<file path="src/rtl/g2q_pkg.sv">
package g2q_pkg;
  localparam int WORD_W  = 64;
  localparam int EXP_W   = 11;
  localparam int FRAC_W  = WORD_W - 1 - EXP_W;
  localparam int GUARD_W = WORD_W - 1 - FRAC_W;
  localparam int BIAS    = 1 << (EXP_W - 1);
  localparam int UEXP_W  = EXP_W + 2;
  localparam int SH_W    = $clog2(WORD_W);
endpackage

</file>
<file path="src/rtl/g2q_unpack.sv">
module g2q_unpack
  import g2q_pkg::*;
(
  input  logic [WORD_W-1:0]        op_i,
  output logic                     sign_o,
  output logic signed [UEXP_W-1:0] uexp_o,
  output logic [WORD_W-1:0]        mant_o,
  output logic                     exp_zero_o,
  output logic                     rsvd_o
);
  logic [EXP_W-1:0] exp_f;

  assign exp_f      = op_i[WORD_W-2 -: EXP_W];
  assign sign_o     = op_i[WORD_W-1];
  assign exp_zero_o = (exp_f == '0);
  assign rsvd_o     = exp_zero_o && (op_i != '0);
  assign uexp_o     = $signed({2'b00, exp_f}) - $signed(UEXP_W'(BIAS));
  // hidden one lands at the MSB, guard zeros below the fraction
  assign mant_o     = {1'b1, op_i[FRAC_W-1:0], {GUARD_W{1'b0}}};
endmodule

</file>
<file path="src/rtl/g2q_align.sv">
module g2q_align
  import g2q_pkg::*;
(
  input  logic [WORD_W-1:0]        mant_i,
  input  logic signed [UEXP_W-1:0] uexp_i,
  input  logic                     round_i,
  output logic [WORD_W-1:0]        mag_o,
  output logic                     big_o
);
  localparam int TOP      = WORD_W - 1;
  localparam int WRAP_MAX = 2 * WORD_W - 1;

  logic [WORD_W:0]   ext;
  logic [SH_W-1:0]   rsh;
  logic [SH_W-1:0]   lsh;

  always_comb begin
    mag_o = '0;
    big_o = 1'b0;
    ext   = '0;
    rsh   = '0;
    lsh   = '0;
    if (uexp_i < 0) begin
      mag_o = '0;
    end else if (uexp_i <= TOP) begin
      // keep one bit below the integer LSB for rounding
      rsh   = SH_W'(TOP - int'(uexp_i));
      ext   = {1'b0, mant_i} >> rsh;
      ext   = ext + (WORD_W+1)'(round_i);
      mag_o = ext[WORD_W:1];
    end else begin
      big_o = 1'b1;
      if (uexp_i <= WRAP_MAX) begin
        lsh   = SH_W'(int'(uexp_i) - WORD_W);
        mag_o = mant_i << lsh;
      end
    end
  end
endmodule

</file>
<file path="src/rtl/g2q_finish.sv">
module g2q_finish
  import g2q_pkg::*;
(
  input  logic [WORD_W-1:0] mag_i,
  input  logic              sign_i,
  input  logic              big_i,
  input  logic              kill_i,
  input  logic              trap_en_i,
  output logic [WORD_W-1:0] res_o,
  output logic              ovf_o
);
  logic [WORD_W-1:0] limit;

  assign limit = sign_i ? {1'b1, {(WORD_W-1){1'b0}}} : {1'b0, {(WORD_W-1){1'b1}}};
  assign ovf_o = trap_en_i && !kill_i && (big_i || (mag_i > limit));
  assign res_o = kill_i ? '0 : (sign_i ? (~mag_i + 1'b1) : mag_i);
endmodule

</file>
<file path="src/rtl/g2q_cvt.sv">
module g2q_cvt
  import g2q_pkg::*;
(
  input  logic              clk_i,
  input  logic              rst_ni,
  input  logic              valid_i,
  input  logic [WORD_W-1:0] op_i,
  input  logic              round_i,
  input  logic              trap_en_i,
  output logic              valid_o,
  output logic [WORD_W-1:0] res_o,
  output logic              inv_o,
  output logic              ovf_o
);
  logic                     sign;
  logic signed [UEXP_W-1:0] uexp;
  logic [WORD_W-1:0]        mant;
  logic                     exp_zero;
  logic                     rsvd;
  logic [WORD_W-1:0]        mag;
  logic                     big;
  logic [WORD_W-1:0]        res_d;
  logic                     ovf_d;

  g2q_unpack u_unpack (
    .op_i       (op_i),
    .sign_o     (sign),
    .uexp_o     (uexp),
    .mant_o     (mant),
    .exp_zero_o (exp_zero),
    .rsvd_o     (rsvd)
  );

  g2q_align u_align (
    .mant_i  (mant),
    .uexp_i  (uexp),
    .round_i (round_i),
    .mag_o   (mag),
    .big_o   (big)
  );

  g2q_finish u_finish (
    .mag_i     (mag),
    .sign_i    (sign),
    .big_i     (big),
    .kill_i    (exp_zero),
    .trap_en_i (trap_en_i),
    .res_o     (res_d),
    .ovf_o     (ovf_d)
  );

  always_ff @(posedge clk_i or negedge rst_ni) begin
    if (!rst_ni) begin
      valid_o <= 1'b0;
      res_o   <= '0;
      inv_o   <= 1'b0;
      ovf_o   <= 1'b0;
    end else begin
      valid_o <= valid_i;
      if (valid_i) begin
        res_o <= res_d;
        inv_o <= rsvd;
        ovf_o <= ovf_d;
      end
    end
  end
endmodule

</file>
<file path="config.mk">
export PLATFORM = sky130hd
export DESIGN_NAME = g2q_cvt
export DESIGN_NICKNAME = d
export VERILOG_FILES = /design/src/rtl/g2q_pkg.sv /design/src/rtl/g2q_unpack.sv /design/src/rtl/g2q_align.sv /design/src/rtl/g2q_finish.sv /design/src/rtl/g2q_cvt.sv
export SDC_FILE = /design/constraint.sdc
export NUM_CORES = 1
export LEC_CHECK = 0
export BUFFER_PORTS_ARGS = -buffer_cell sky130_fd_sc_hd__clkbuf_2
export CAP_MARGIN = 40
export CORE_MARGIN = 2
export CORE_UTILIZATION = 35
export DETAILED_ROUTE_END_ITERATION = 7
export SLEW_MARGIN = 20
export SYNTH_ARGS = -nofsm -noshare
export SYNTH_HDL_FRONTEND = slang
export SYNTH_SLANG_ARGS = --single-unit
</file>
<file path="constraint.sdc">
create_clock -name clk_i -period 2.2 [get_ports clk_i]
set_input_delay 0.22 -clock clk_i [delete_from_list [all_inputs] [get_ports clk_i]]
set_output_delay 0.22 -clock clk_i [all_outputs]
set_load 0.1 [all_outputs]
</file>
==> key figures <==
Drt
  • DR vias: 21600
  • Wirelength per Cell: 28.6 µm
  • WL final: 97.8 mm
  • # DRC: 0
  • Vias per cell: 6.33
  • Post-route ant nets: 0
  • Router iterations before antenna repair: 6
  • DR iter-0 viols: 2319

Place
  • Buffers on Ports: 135
  • Post-DP HPWL: 80.0 mm
  • Post-Place Worst Slack: -4.00 ns
  • Placed Cells incl. Taps: 3313
  • Routability cong.: 1.10

Die
  • Die Ht: 209 µm
  • Core area: 41700 µm²
  • Full die area: 43600 µm²
  • Die W: 209 µm
  • Std cell rows: 75
  • Number of I/O pins: 136
  • Starting density of the core: 35.2%

STA
  • Minimum clock period: 5.38 ns
  • Slew HR: 37.0%
  • Fin. max-slew vios: 0
  • Final WS setup: -3.18 ns
  • Final setup violation count: 65
  • Setup TNS: -167.37 ns
  • Worst slew pin tran: 0.933 ns
  • Final hold violations: 0
  • RSZ-0062 raised after global routing: true
  • Fmax: 0.186 GHz
  • Clock Skews: 0 ns
  • Tcrit/Tclk final: 244%

Clock network
  • Reg clk slew, reported paths: 0.07 ns
  • Clock latency on the worst-skew pair: 0.37 ns
  • Clk sinks: 67
  • Clock root buffer: clkbuf_16
  • Num CTS Buffers: 9
  • TritonCTS clock tree: yes
  • Clock buffer depth: 2
  • Htree depth: 3

Run status
  • Outcome: finished with violations
  • Failing checks: negative setup slack

Logic synthesis
  • Post-synth EDFFs: 0
  • Post-synth top flop: dfrtp_1
  • Synth cell count leaders: nand2_1 (183), nor2_1 (178), o21ai_0 (104), clkbuf_1 (80), a21oi_1 (75)
  • Synth async-reset ratio: 100%
  • Synth area leaders: dfrtp_1 (11%), mux4_2 (7.7%), ha_1 (5.6%)
  • Syn_area_per_cell: 7.69 µm²
  • Sequential area share after synthesis: 11.4%
  • Synthesized cell area: 14700 µm²
  • Netlist cell types: 100
  • Synth Net Count: 2044
  • Yosys warns: 0
  • Yosys reg bits: 67
  • Mapped Cells: 1909
  • Yosys top cell area share: 11.4%
  • Most frequent cell after synthesis: nand2_1
  • Largest area contributor in the netlist: dfrtp_1

Cells and area
  • Layout cells sized above 1: 52.0%
  • Area delta synth->final: 72.9%
  • Diode count: 0
  • Layout Cells excl Fill: 3417
  • NumNets Final: 3008
  • Fin util: 60.9%

Critical path
  • Worst setup path start: op_i[53]
  • CP Cell Sequence: buf_16, buf_8, buf_6, mux2_4, nor2_1, nor3_2, buf_4, a222oi_1, nand3_1, buf_4, or3_1, a211oi_2, o21ai_2, or4_4, or4b_4, nand3b_4, or3_4, or4_4, o311ai_2
  • Slowest CP cell: a222oi_1
  • RR Endpoint: res_o[62]
  • Critical Path Stages: 19
  • WP data arrival: 5.65 ns
  • Critical Path RT: 2.48 ns
  • CP endpoint: res_o[59]
  • Crit end category: flip-flop
  • Worst setup path category: in2reg
  • Worst reg2reg path startpoint: res_o[62]
  • Max FO, Critical Path: 7
  • CP startpoint kind: input port
  • Top delay family on crit path: simple AND/OR/NAND/NOR gates
  • Reg2reg path depth: 2
  • Crit-path max cell delay: 0.58 ns
  • Buf/Inv on CP: 5
  • Worst R2R Setup Slack: 1.11 ns

Run
  • Max cap viols: 0

Power and ir drop
  • Power per cell area: 482 nW/µm²
  • Final Power: 12.2 mW
  • Max IR drop VDD: 0.402 mV
  • Static Leak: 11.6 nW

Global route
  • Total global routing overflow: 0
  • Initial antenna violation count: 0
  • Total track usage: 42.9%
  • Largest net degree at the start of global routing: 67
  • Global-route wire length before repair: 138 mm
  • Vias in the first global route: 20900

Worst hold path
  • HP Start: valid_i
  • Hold Crit Class: in2reg
==> report_power, final <==
part / switching (mW) / internal [mW] / leakage (nW) / total [mW]
combinational: 5.48 / 3.54 / 10.6 / 9.02
clock: 0.668 / 1.00 / 0.160 / 1.67
sequential: 0.114 / 1.43 / 0.861 / 1.54
total: 6.26 / 5.97 / 11.6 / 12.2
==> how the worst min path moves through the flow <==
stage,endpoint,slack (ns),cells past startpoint
global route,valid_o,0.06,1
global placement,res_o[14],0.09,1
CTS,valid_o,0.05,1
finish,valid_o,0.06,1
floorplan,inv_o,-0.08,0
detailed placement,res_o[12],0.1,1
==> per-stage QoR <==
step	instance area (µm²)	hold WS (ns)
after floorplan	15100	-0.0756
after detailed placement	22500	0.0962
final	25400	0.0561
after CTS	24200	0.0493
after global placement	22500	0.0886
after global routing	25400	0.0603
==> sequential cells by signal, indices dropped and copies added (netlist names) <==
register,flops
valid_o,1
res_o,64
inv_o,1
ovf_o,1
==> metal layers <==
metal / routed length (µm) / GRT usage (%)
met1: 37300 / 51.3
met2: 43200 / 68.6
met3: 7310 / 6.28
met4: 9980 / 35.3
met5: 0 / 0
==> layout make-up <==
cell class | count | area, µm²
multi-input cells | 1666 | 13900
flip-flops and latches | 67 | 1680
inverters | 32 | 120
repair buffers | 1097 | 8630
clock inverters | 7 | 100
fillers | 3698 | 16300
clock buffers | 9 | 225
well taps | 539 | 674
==> cell usage in the layout (no fill, tap or decap), drive strengths merged, types with 33 or more instances in the layout <==
cell | netlist | layout
ha | 66 | 66
nor2 | 179 | 179
o21ai | 108 | 108
inv | 31 | 33
o22ai | 34 | 34
dfrtp | 67 | 67
nand4 | 53 | 53
xnor2 | 56 | 56
mux2i | 73 | 73
buf | 64 | 963
nor4 | 40 | 40
nand2 | 184 | 184
mux4 | 50 | 50
a22o | 55 | 55
nand3 | 49 | 49
clkbuf | 80 | 142
nor3 | 72 | 72
mux2 | 50 | 50
a21oi | 75 | 75
==> kinds of logic after synthesis <==
group	count (synthesis)	share of synthesized area (%)
compound gates	598	30.0
xor+xnor	63	3.76
fa+ha+maj	66	5.63
buf+inv	176	5.66
flops	67	11.4
mux	173	16.5
simple gates	766	27.0
==> repair_timing <==
| action | 4_1_cts | 5_1_grt |
|---|---|---|
| pin swaps | 56 | 114 |
| endpoints found under the setup margin | 65 | 66 |
| gates resized for setup | 198 | 182 |
| cloned | 3 | 4 |
| setup buffers | 48 | 39 |
| endpoints found under the hold margin | 14 | 0 |
| hold buffers | 1 | 0 |
Note: power is estimated with default switching activity, not from simulation.
